==> src/rtl/pirq_pkg.sv <==
package pirq_pkg;

    typedef enum logic {
        ST_STEADY  = 1'b0,
        ST_RELEASE = 1'b1
    } sci_state_e;

    typedef struct packed {
        logic       ok;
        logic [4:0] gsi;
    } sci_dec_t;

    // Select code to SCI GSI; reserved codes report ok = 0.
    function automatic sci_dec_t decode_sci(input logic [2:0] code);
        sci_dec_t d;
        d.ok  = 1'b1;
        d.gsi = 5'd9;
        unique case (code)
            3'd0: d.gsi = 5'd9;
            3'd1: d.gsi = 5'd10;
            3'd2: d.gsi = 5'd11;
            3'd4: d.gsi = 5'd20;
            3'd5: d.gsi = 5'd21;
            default: d.ok = 1'b0;
        endcase
        return d;
    endfunction

endpackage

==> src/rtl/pirq_route_regs.sv <==
module pirq_route_regs #(
    parameter int         N_PIRQ    = 8,
    parameter int         ADDR_W    = 4,
    parameter int         GRP_SIZE  = 4,
    parameter int         GRP0_BASE = 0,
    parameter int         GRP1_BASE = 8,
    parameter int         SCI_ADDR  = 4,
    parameter logic [7:0] ROUTE_RST = 8'h80
) (
    input  logic                   clk,
    input  logic                   rst_n,
    input  logic                   cfg_we,
    input  logic [ADDR_W-1:0]      cfg_addr,
    input  logic [7:0]             cfg_wdata,
    output logic [N_PIRQ-1:0][7:0] route_q,
    output logic                   sel_wr,
    output logic [2:0]             sel_code
);

    logic [N_PIRQ-1:0] hit;

    for (genvar k = 0; k < N_PIRQ; k++) begin : g_route
        localparam int ADDR_K = (k < GRP_SIZE) ? (GRP0_BASE + k)
                                               : (GRP1_BASE + k - GRP_SIZE);
        assign hit[k] = cfg_we && (cfg_addr == ADDR_W'(ADDR_K));

        always_ff @(posedge clk) begin
            if (!rst_n) begin
                route_q[k] <= ROUTE_RST;
            end else if (hit[k]) begin
                route_q[k] <= cfg_wdata;
            end
        end
    end

    assign sel_wr   = cfg_we && (cfg_addr == ADDR_W'(SCI_ADDR));
    assign sel_code = cfg_wdata[2:0];

endmodule

==> src/rtl/pirq_sci_ctl.sv <==
module pirq_sci_ctl
    import pirq_pkg::*;
#(
    parameter int         GSI_W   = 5,
    parameter logic [4:0] RST_GSI = 5'd9
) (
    input  logic             clk,
    input  logic             rst_n,
    input  logic             sci_in,
    input  logic             sel_wr,
    input  logic [2:0]       sel_code,
    output logic             sci_on,
    output logic [GSI_W-1:0] sci_tgt
);

    sci_state_e       st_q, st_n;
    logic [GSI_W-1:0] tgt_q, tgt_n, pend_q, pend_n;
    logic             sci_lat;
    sci_dec_t         dec;
    logic             live_q;

    assign dec = decode_sci(sel_code);

    // State register and the target/level state it carries.
    always_ff @(posedge clk) begin
        if (!rst_n) begin
            st_q    <= ST_STEADY;
            tgt_q   <= GSI_W'(RST_GSI);
            pend_q  <= GSI_W'(RST_GSI);
            sci_lat <= 1'b0;
            live_q  <= 1'b0;
        end else begin
            st_q    <= st_n;
            tgt_q   <= tgt_n;
            pend_q  <= pend_n;
            sci_lat <= sci_in;
            live_q  <= 1'b1;
        end
    end

    // Next state.
    always_comb begin
        st_n   = st_q;
        tgt_n  = tgt_q;
        pend_n = pend_q;
        unique case (st_q)
            ST_STEADY: begin
                if (sel_wr && dec.ok && (GSI_W'(dec.gsi) != tgt_q)) begin
                    if (sci_lat) begin
                        pend_n = GSI_W'(dec.gsi);
                        st_n   = ST_RELEASE;
                    end else begin
                        tgt_n  = GSI_W'(dec.gsi);
                    end
                end
            end
            ST_RELEASE: begin
                tgt_n = (sel_wr && dec.ok) ? GSI_W'(dec.gsi) : pend_q;
                st_n  = ST_STEADY;
            end
        endcase
    end

    // Outputs.
    always_comb begin
        sci_on  = 1'b0;
        sci_tgt = tgt_q;
        unique case (st_q)
            ST_STEADY:  sci_on = sci_lat;
            ST_RELEASE: sci_on = 1'b0;
        endcase
    end

    assert_release_one_cycle_R9: assert property (@(posedge clk)
        disable iff (!rst_n || !live_q)
        (st_q == ST_RELEASE) |=> (st_q == ST_STEADY));

    assert_no_move_while_on_R9: assert property (@(posedge clk)
        disable iff (!rst_n || !live_q)
        (sci_on && $past(sci_on)) |-> (sci_tgt == $past(sci_tgt)));

    assert_reserved_keeps_target_R8: assert property (@(posedge clk)
        disable iff (!rst_n || !live_q)
        (sel_wr && !dec.ok && st_q == ST_STEADY) |=> $stable(tgt_q));

endmodule

==> src/rtl/pirq_gsi_merge.sv <==
module pirq_gsi_merge #(
    parameter int N_PIRQ   = 8,
    parameter int N_LEGACY = 16,
    parameter int GSI_W    = 5,
    localparam int N_GSI   = N_LEGACY + N_PIRQ
) (
    input  logic                   clk,
    input  logic                   rst_n,
    input  logic [N_PIRQ-1:0]      pirq,
    input  logic [N_PIRQ-1:0][7:0] route_q,
    input  logic                   sci_on,
    input  logic [GSI_W-1:0]       sci_tgt,
    output logic [N_GSI-1:0]       gsi_q
);

    logic [N_GSI-1:0]  gsi_n;
    logic [N_PIRQ-1:0] leg_en;
    logic              live_q;

    for (genvar k = 0; k < N_PIRQ; k++) begin : g_en
        assign leg_en[k] = pirq[k] && !route_q[k][7];
    end

    always_comb begin
        gsi_n = '0;
        for (int n = 0; n < N_LEGACY; n++) begin
            for (int k = 0; k < N_PIRQ; k++) begin
                if (leg_en[k] && (route_q[k][6:0] == 7'(n))) begin
                    gsi_n[n] = 1'b1;
                end
            end
        end
        for (int k = 0; k < N_PIRQ; k++) begin
            gsi_n[N_LEGACY + k] = pirq[k];
        end
        for (int n = 0; n < N_GSI; n++) begin
            if (sci_on && (sci_tgt == GSI_W'(n))) begin
                gsi_n[n] = 1'b1;
            end
        end
    end

    always_ff @(posedge clk) begin
        if (!rst_n) begin
            gsi_q  <= '0;
            live_q <= 1'b0;
        end else begin
            gsi_q  <= gsi_n;
            live_q <= 1'b1;
        end
    end

    for (genvar k = 0; k < N_PIRQ; k++) begin : g_chk
        assert_apic_follows_R5: assert property (@(posedge clk)
            disable iff (!rst_n || !live_q)
            $past(pirq[k]) |-> gsi_q[N_LEGACY + k]);
    end

    assert_legacy_has_source_R2: assert property (@(posedge clk)
        disable iff (!rst_n || !live_q)
        (|gsi_q[N_LEGACY-1:0]) |->
            $past((|leg_en) || (sci_on && (sci_tgt < GSI_W'(N_LEGACY)))));

endmodule

==> src/rtl/pirq_router.sv <==
module pirq_router #(
    parameter int N_PIRQ   = 8,
    parameter int N_LEGACY = 16,
    parameter int ADDR_W   = 4,
    localparam int N_GSI   = N_LEGACY + N_PIRQ,
    localparam int GSI_W   = $clog2(N_GSI)
) (
    input  logic              clk,
    input  logic              rst_n,
    input  logic [N_PIRQ-1:0] pirq_in,
    input  logic              sci_in,
    input  logic              cfg_we,
    input  logic [ADDR_W-1:0] cfg_addr,
    input  logic [7:0]        cfg_wdata,
    output logic [N_GSI-1:0]  gsi_out
);

    logic [N_PIRQ-1:0][7:0] route_q;
    logic                   sel_wr;
    logic [2:0]             sel_code;
    logic                   sci_on;
    logic [GSI_W-1:0]       sci_tgt;

    pirq_route_regs #(
        .N_PIRQ (N_PIRQ),
        .ADDR_W (ADDR_W)
    ) u_regs (
        .clk      (clk),
        .rst_n    (rst_n),
        .cfg_we   (cfg_we),
        .cfg_addr (cfg_addr),
        .cfg_wdata(cfg_wdata),
        .route_q  (route_q),
        .sel_wr   (sel_wr),
        .sel_code (sel_code)
    );

    pirq_sci_ctl #(
        .GSI_W (GSI_W)
    ) u_sci (
        .clk     (clk),
        .rst_n   (rst_n),
        .sci_in  (sci_in),
        .sel_wr  (sel_wr),
        .sel_code(sel_code),
        .sci_on  (sci_on),
        .sci_tgt (sci_tgt)
    );

    pirq_gsi_merge #(
        .N_PIRQ  (N_PIRQ),
        .N_LEGACY(N_LEGACY),
        .GSI_W   (GSI_W)
    ) u_merge (
        .clk    (clk),
        .rst_n  (rst_n),
        .pirq   (pirq_in),
        .route_q(route_q),
        .sci_on (sci_on),
        .sci_tgt(sci_tgt),
        .gsi_q  (gsi_out)
    );

endmodule

==> config.mk <==
export PLATFORM = sky130hd
export DESIGN_NAME = pirq_router
export DESIGN_NICKNAME = d
export VERILOG_FILES = /design/src/rtl/pirq_pkg.sv /design/src/rtl/pirq_route_regs.sv /design/src/rtl/pirq_sci_ctl.sv /design/src/rtl/pirq_gsi_merge.sv /design/src/rtl/pirq_router.sv
export SDC_FILE = /design/constraint.sdc
export NUM_CORES = 1
export LEC_CHECK = 0
export ABC_AREA = 1
export BUFFER_PORTS_ARGS = -buffer_cell sky130_fd_sc_hd__buf_2
export CORE_MARGIN = 4
export CORE_UTILIZATION = 25
export CTS_CLUSTER_SIZE = 30
export DETAILED_ROUTE_END_ITERATION = 10
export SKIP_LAST_GASP = 1
export SLEW_MARGIN = 20
export SYNTH_ARGS = -nofsm -noshare
export SYNTH_HDL_FRONTEND = slang
export SYNTH_SLANG_ARGS = --single-unit
==> constraint.sdc <==
create_clock -name clk -period 2 [get_ports clk]
set_clock_uncertainty 0.05 [all_clocks]
set_input_delay 0 -clock clk [delete_from_list [all_inputs] [get_ports clk]]
set_output_delay 0 -clock clk [all_outputs]
set_load 0.005 [all_outputs]
==> results of run 1 <==
flip-flops by register name (all words and copies together), names as in the netlist:
name,cells
u_merge.gsi_q,24
u_sci.st_q,1
u_sci.sci_tgt,4
u_sci.pend_q,4
u_regs.route_q,64
u_sci.sci_lat,1
cells in the mapped netlist (all sizes together), types with 2 or more instances:
| cell type | n |
|---|---|
| nor4 | 7 |
| o22ai | 9 |
| nor2 | 127 |
| nand4 | 15 |
| o211ai | 11 |
| a31oi | 2 |
| dfxtp | 98 |
| a21oi | 74 |
| nand3 | 50 |
| nand2 | 125 |
| buf | 9 |
| nor3 | 23 |
| inv | 129 |
| o21ai | 85 |
| clkbuf | 10 |
cells by family after synthesis:
family                 synth area share (%)
DFF                                    38.5
and+or+nand+nor                        31.0
AOI/OAI and AO/OA                      19.1
buffers and inverters                  11.4
cell type report:
type                       count  area [um^2]  area share (%)
clock inverter                 7         71.3            1.17
inverter                     129          484            7.96
clock buffer                   9          225            3.70
multi-input combinational    534         2560            42.0
timing repair buffer          71          450            7.41
sequential                    98         1960            32.3
tap                          265          332            5.45
critical path, delay by kind of cell (launching register included):
kind	cells	cell delay (ns)
compound gates	2	0.43
buf+inv	1	0.10
flops	1	0.31
simple gates	4	0.70
report_power, final:
part	internal, uW	switching, uW	total, uW
Clock	880	874	1750
Sequential	1990	28.3	2020
Combinational	112	234	346
metal layers:
| layer | global-route usage [%] | share of wire (%) | wire length (um) | vias to the layer above |
|---|---|---|---|---|
| met5 | 0 | 0 | 0 | - |
| met4 | 5.53 | 2.8 | 457 | 0 |
| li1 | - | - | - | 2665 |
| met1 | 21.3 | 50 | 8190 | 2307 |
| met3 | 2.81 | 6.6 | 1090 | 30 |
| met2 | 22.0 | 41 | 6730 | 209 |
worst min path at each step:
stage,startpoint,to,slack (ns)
floorplan,pirq_in[0],u_merge.gsi_q[16]$_SDFF_PN0_,0.04
global placement,sci_in,u_sci.sci_lat$_SDFF_PN0_,0.13
detailed placement,sci_in,u_sci.sci_lat$_SDFF_PN0_,0.14
CTS,cfg_wdata[3],u_regs.route_q[19]$_SDFFE_PN0P_,0.01
global route,cfg_wdata[0],u_regs.route_q[24]$_SDFFE_PN0P_,0.03
finish,cfg_wdata[0],u_regs.route_q[8]$_SDFFE_PN0P_,0.009
stage by stage:
stage	power [uW]	hold WS, ns	utilization [%]	area [um^2]
2_1_floorplan	2270	0.0435	-	5100
3_3_place_gp	2390	0.131	28.5	5640
3_5_place_dp	2390	0.136	28.5	5640
4_1_cts	4170	0.0102	30.7	6080
5_1_grt	4290	0.0325	30.7	6080
6_report	4120	0.00932	30.7	6080
==> reports/qor.csv, run 1 <==
stage,metric,value,unit
final_layout,final_cell_mix,"inv_1 (123), nand2_1 (119), nor2_1 (119)",
flow_run,max-cap-violations,0,
timing,worst_slack,0.337,ns
timing,finalHoldViolCount,0,
logic_synthesis,synth_top_area_cell,dfxtp_1,
critical_path,crit_end,u_merge.gsi_q[15]$_SDFF_PN0_,
floorplanning,pin_count,48,
placed_design,place.gp.congestion,0.937,
clocking,ctsLongestPathBuffers,2,
clocking,cts_resized,0,
worst_hold_path,hold_class,input port to flip-flop,
floorplanning,dieWidth,151,um
route,drt_iter0_drc,492,
global_routing,grt_overflow,0,
clocking,cts_buffers,9,
timing,tightest_slew,0.681,ns
final_layout,fillers,2182,
critical_path,cp.required,2.23,ns
logic_synthesis,synth_top_cell_area_share,38.5,%
critical_path,r2r_start,u_regs.route_q[52]$_SDFFE_PN0P_,
final_layout,diodes,0,
route,vias,5211,
route,drcViolationCount,0,
logic_synthesis,yosysUniqueCellTypes,35,
floorplanning,core,19800,um^2
placed_design,portBuffers,47,
logic_synthesis,synth_area,5100,um^2
critical_path,critPathMostFrequentCell,nor2_1,
timing,setup_viol,0,
logic_synthesis,syn_inst,780,
critical_path,crit_slowest_cell,nor3_1,
critical_path,reg2reg_depth,7,
final_layout,finalNonFillerCells,1113,
clocking,path_clk_slew,0.08,ns
critical_path,worstPathCellList,"nor2_1, nand2_1, nor3_1, inv_1, o22ai_1, nor2_1, a21oi_1",
critical_path,end_kind,flip-flop,
final_layout,drive_gt1_share,12.1,%
timing,slew-limit-headroom,54.6,%
final_layout,area_growth,19.2,%
route,routedWlPerCell,14.8,um
floorplanning,die_y,151,um
global_routing,grt_pass1_vias,4820,
timing,rsz0062_at_grt,no,
logic_synthesis,syn_nets,804,
critical_path,cp-start-kind,flip-flop,
global_routing,grt_max_degree,74,
logic_synthesis,synth_edf_count,0,
global_routing,antenna_found_initial,0,
global_routing,grt_pass1_wl,26.0,mm
clocking,cts.hold.buffers_added,14,
power_and_ir_drop,leakage,0.00258,uW
placed_design,pre_cts_ws,0.402,ns
critical_path,cpPeakStageDelay,0.41,ns
logic_synthesis,ys_seq_area_share,38.5,%
worst_hold_path,hold_depth,3,
logic_synthesis,synthArstFlopShare,0,%
timing,tns,0,ns
critical_path,critPathKind,flip-flop to flip-flop,
route,first_pass_iters,5,
route,viasPerCell,4.68,
logic_synthesis,ys_ff_latch,98,
timing,fin_crit,1.66,ns
route,antenna_left,0,
floorplanning,die_area,22800,um^2
clocking,htreeDepth,3,
logic_synthesis,synthFlopType,dfxtp_1,
final_layout,nNetsFinal,867,
placed_design,dp_hpwl,12.8,mm
clocking,cts.sinks,98,
critical_path,rrSetupSlack,0.34,ns
final_layout,final_common_cell,inv_1,
critical_path,cp.arrival,1.90,ns
route,postRouteWirelength,16.5,mm
floorplanning,num_rows,51,
power_and_ir_drop,irDropWorstVdd,0.000386,V
power_and_ir_drop,p_per_area,677,nW/um^2
global_routing,grtUsageTotal,14.8,%
clocking,tritoncts,done,
critical_path,reg2reg_to,u_merge.gsi_q[15]$_SDFF_PN0_,
critical_path,crit_fanout,3,
status,status,"complete, no violations",
clocking,cts_setup_buffers,0,
logic_synthesis,yosys-top-cells-area,"dfxtp_1 (38%), inv_1 (9.1%), nand2_1 (8.8%)",
placed_design,placedCellCount,1083,
logic_synthesis,synth_area_per_cell,6.54,um^2
logic_synthesis,yosys_warnings,0,
clocking,insertion_delay,0.36,ns
timing,max_freq,601,MHz
floorplanning,initial_utilization,25.8,%
timing,slew_violations,0,
critical_path,cp-startpoint,u_regs.route_q[52]$_SDFFE_PN0P_,
timing,fin_crit_sh,83.1,%
clocking,cts_root_buf,clkbuf_16,
No activity file was read; power rests on OpenSTA's default activity.
==> run 2: changes to the inputs <==
--- a/config.mk
+++ b/config.mk
@@ -5,7 +5,7 @@
 export SDC_FILE = /design/constraint.sdc
 export NUM_CORES = 1
 export LEC_CHECK = 0
-export ABC_AREA = 1
+export ABC_AREA = 0
 export BUFFER_PORTS_ARGS = -buffer_cell sky130_fd_sc_hd__buf_2
 export CORE_MARGIN = 4
 export CORE_UTILIZATION = 25
==> constraint.sdc (replaced) <==
create_clock -name clk -period 1.55 [get_ports clk]
set_clock_uncertainty 0.05 [all_clocks]
set_input_delay 0 -clock clk [delete_from_list [all_inputs] [get_ports clk]]
set_output_delay 0 -clock clk [all_outputs]
set_load 0.005 [all_outputs]
==> run 2 against run 1 <==
Against the previous run:
- the run now ends with negative setup slack left
- wire length rose by 6.4%
- via count fell by 0.52%
- first-iteration DRC count fell by 13%
- sequential power rose by 28%
- sequential share of layout area fell by 4.7 points
- synthesized area rose by 0.88%
- clock power rose by 31%
- design area rose by 18%
- cell count fell by 6.5%
==> reports/qor.csv, run 2 <==
stage,metric,value,unit,change
logic_synthesis,ys_seq_area_share,38.1,%,was 38.5%
critical_path,end_kind,flip-flop,,unchanged
status,violations,negative setup slack,,
critical_path,cpPeakStageDelay,0.57,ns,was 0.41 ns
placed_design,dp_hpwl,13.6,mm,was 12.8 mm
power_and_ir_drop,p_per_area,753,nW/um^2,was 677 nW/um^2
floorplanning,core,20200,um^2,was 19800 um^2
critical_path,cp-start-kind,flip-flop,,unchanged
critical_path,r2r_start,u_regs.route_q[6]$_SDFFE_PN0P_,,was u_regs.route_q[52]$_SDFFE_PN0P_
timing,tightest_slew,0.533,ns,was 0.681 ns
logic_synthesis,syn_nets,635,,was 804
critical_path,cp-startpoint,u_regs.route_q[6]$_SDFFE_PN0P_,,was u_regs.route_q[52]$_SDFFE_PN0P_
logic_synthesis,synth_top_area_cell,dfxtp_1,,unchanged
timing,finalHoldViolCount,0,,unchanged
route,drcViolationCount,0,,unchanged
final_layout,drive_gt1_share,31.8,%,was 12.1%
logic_synthesis,synthFlopType,dfxtp_1,,unchanged
critical_path,critPathKind,flip-flop to flip-flop,,unchanged
final_layout,largestRegisters,"u_regs.route_q x64, u_merge.gsi_q x24",,unchanged
floorplanning,die_y,151,um,about the same
route,first_pass_iters,5,,unchanged
logic_synthesis,ys_ff_latch,98,,unchanged
critical_path,rrSetupSlack,-0.23,ns,was 0.34 ns
status,status,"finished, violations left",,"was complete, no violations"
final_layout,final_common_cell,buf_4,,was inv_1
critical_path,crit_fanout,5,,was 3
critical_path,crit_end,u_merge.gsi_q[1]$_SDFF_PN0_,,was u_merge.gsi_q[15]$_SDFF_PN0_
clocking,insertion_delay,0.36,ns,about the same
timing,worst_slack,-0.226,ns,was 0.337 ns
final_layout,area_growth,39.1,%,was 19.2%
clocking,tritoncts,done,,unchanged
logic_synthesis,synth_area,5150,um^2,was 5100 um^2
route,antenna_left,0,,unchanged
clocking,cts_root_buf,clkbuf_16,,unchanged
timing,slew-limit-headroom,64.1,%,was 54.6%
logic_synthesis,synth.most_common_cell,dfxtp_1,,was inv_1
timing,max_freq,563,MHz,was 601 MHz
logic_synthesis,synth_top_cell_area_share,38.1,%,was 38.5%
clocking,htreeDepth,3,,unchanged
global_routing,grt_pass1_vias,4845,,was 4820
power_and_ir_drop,p_total,5390,uW,was 4120 uW
clocking,path_clk_slew,0.08,ns,about the same
placed_design,portBuffers,47,,unchanged
route,postRouteWirelength,17.5,mm,was 16.5 mm
logic_synthesis,synthArstFlopShare,0,%,unchanged
clocking,ctsLongestPathBuffers,2,,unchanged
final_layout,fin_util,35.4,%,was 30.7%
floorplanning,initial_utilization,25.4,%,was 25.8%
power_and_ir_drop,leakage,0.00282,uW,was 0.00258 uW
timing,rsz0062_at_grt,yes,,was no
flow_run,max-cap-violations,0,,unchanged
logic_synthesis,yosys-top-cells-area,"dfxtp_1 (38%), mux2i_1 (12%), nor2_1 (6.0%)",,"was dfxtp_1 (38%), inv_1 (9.1%), nand2_1 (8.8%)"
final_layout,top_register,u_regs.route_q,,unchanged
timing,tns,-3.18,ns,was 0 ns
final_layout,nNetsFinal,790,,was 867
final_layout,multi_input_area,3180,um^2,was 2560 um^2
global_routing,grt_pass1_wl,27.5,mm,was 26.0 mm
route,viasPerCell,4.98,,was 4.68
timing,slew_violations,0,,unchanged
worst_hold_path,hold_class,input port to flip-flop,,unchanged
logic_synthesis,yosys_warnings,0,,unchanged
final_layout,diodes,0,,unchanged
critical_path,reg2reg_depth,5,,was 7
final_layout,largest_register_ffs,64,,unchanged
critical_path,reg2reg_to,u_merge.gsi_q[1]$_SDFF_PN0_,,was u_merge.gsi_q[15]$_SDFF_PN0_
logic_synthesis,syn_inst,611,,was 780
logic_synthesis,yosys-top-cells-count,"dfxtp_1 (98), nor2_1 (82), mux2i_1 (61)",,"was inv_1 (123), nand2_1 (119), nor2_1 (119)"
floorplanning,dieWidth,151,um,about the same
timing,fin_crit,1.78,ns,was 1.66 ns
timing,setup_viol,25,,was 0
global_routing,antenna_found_initial,0,,unchanged
global_routing,grtUsageTotal,15.6,%,was 14.8%
floorplanning,pin_count,48,,unchanged
route,drt_iter0_drc,429,,was 492
timing,fin_crit_sh,115,%,was 83.1%
final_layout,fillers,2058,,was 2182
global_routing,grt_max_degree,72,,was 74
route,vias,5184,,was 5211
critical_path,cp.required,1.79,ns,was 2.23 ns
global_routing,grt_overflow,0,,unchanged
floorplanning,num_rows,52,,was 51
critical_path,worstPathCellList,"or4b_4, or3_4, nor2_4, a211oi_2, a31oi_1",,"was nor2_1, nand2_1, nor3_1, inv_1, o22ai_1, nor2_1, a21oi_1"
logic_synthesis,yosysUniqueCellTypes,71,,was 35
placed_design,place.gp.congestion,0.950,,was 0.937
logic_synthesis,synth_area_per_cell,8.42,um^2,was 6.54 um^2
clocking,cts.sinks,98,,unchanged
critical_path,crit_slowest_cell,or4b_4,,was nor3_1
final_layout,final_cell_mix,"buf_4 (118), dfxtp_1 (92), nor2_1 (79)",,"was inv_1 (123), nand2_1 (119), nor2_1 (119)"
route,routedWlPerCell,16.8,um,was 14.8 um
critical_path,cp.arrival,2.01,ns,was 1.90 ns
final_layout,regArea,1970,um^2,was 1960 um^2
clocking,cts_buffers,9,,unchanged
power_and_ir_drop,irDropWorstVdd,0.000469,V,was 0.000386 V
logic_synthesis,synth_edf_count,0,,unchanged
floorplanning,die_area,22900,um^2,was 22800 um^2
-- run 2: cell count changes after synthesis, moves of 14 or more --
cell	delta
o21ai_0	-76
a21oi_1	-57
nand2b_1	+21
nor3b_1	+14
inv_1	-116
nor2_1	-37
nand2_1	-71
nand3_1	-18
clkbuf_1	+17
mux2i_1	+61
-- run 2: metal layers --
| metal | vias up | GRT usage, % | routed length (um) |
|---|---|---|---|
| met4 | 0 | 5.26 | 409 |
| met3 | 31 | 2.83 | 836 |
| met2 | 146 | 24.8 | 7980 |
| met5 | - | 0 | 0 |
| li1 | 2533 | - | - |
| met1 | 2474 | 21.2 | 8300 |
-- run 2: repair_timing --
action | 4_1_cts | 5_1_grt
gates resized for setup | 23 | 18
buffers inserted | 1 | 0
hold buffers | 16 | 0
hold endpoints to repair | 36 | 0
setup endpoints to repair | 24 | 25
pin swaps | 22 | 12
-- run 2: report_power, final --
part / internal (uW) / leakage [uW] / switching (uW) / total, uW
combinational: 236 / 0.00187 / 281 / 518
sequential: 2550 / 0.000795 / 25.4 / 2580
clock: 1150 / 0.000148 / 1140 / 2290
-- run 2: how the worst min path moves through the flow --
stage / from / endpoint / slack (ns) / cells after the start
3_5_place_dp: sci_in / u_sci.sci_lat$_SDFF_PN0_ / 0.18 / 2
2_1_floorplan: pirq_in[4] / u_merge.gsi_q[20]$_SDFF_PN0_ / 0.07 / 2
5_1_grt: cfg_addr[2] / u_regs.route_q[3]$_SDFFE_PN0P_ / 0.11 / 5
4_1_cts: cfg_wdata[2] / u_sci.pend_q[1]$_SDFFE_PN0P_ / 0.05 / 4
3_3_place_gp: sci_in / u_sci.sci_lat$_SDFF_PN0_ / 0.17 / 2
6_report: cfg_wdata[2] / u_sci.pend_q[1]$_SDFFE_PN0P_ / 0.07 / 4
-- run 2: metrics by stage --
| stage | worst slack [ns] | std cells | hold slack (ns) | cell area, um^2 |
|---|---|---|---|---|
| 2_1_floorplan | -0.0728 | 611 | 0.0674 | 5190 |
| 3_3_place_gp | -0.268 | 1008 | 0.167 | 6510 |
| 3_5_place_dp | -0.275 | 1008 | 0.178 | 6510 |
| 4_1_cts | -0.233 | 1041 | 0.0456 | 7080 |
| 5_1_grt | -0.301 | 1041 | 0.111 | 7160 |
| 6_report | -0.226 | 1041 | 0.0663 | 7160 |
-- run 2: cell type report --
type	count	share of cell area, %
clock buffers	9	3.15
clock inverters	7	1.10
inverters	8	0.420
multi-input cells	465	44.5
flip-flops and latches	98	27.5
well taps	270	4.72
repair buffers	184	18.6
-- run 2: logic make-up after synthesis --
kind of cell | count (synthesis) | share of synthesized area, %
simple gates | 307 | 31.6
flops | 98 | 38.1
compound gates | 95 | 14.1
mux | 62 | 12.1
buf+inv | 48 | 3.96
xor+xnor | 1 | 0.170
-- run 2: critical path, delay by kind of cell (launching register included) --
kind | cells | cell delay [ns]
AO/OA/AOI/OAI | 2 | 0.27
flip-flops | 1 | 0.32
AND/OR/NAND/NOR | 3 | 1.05
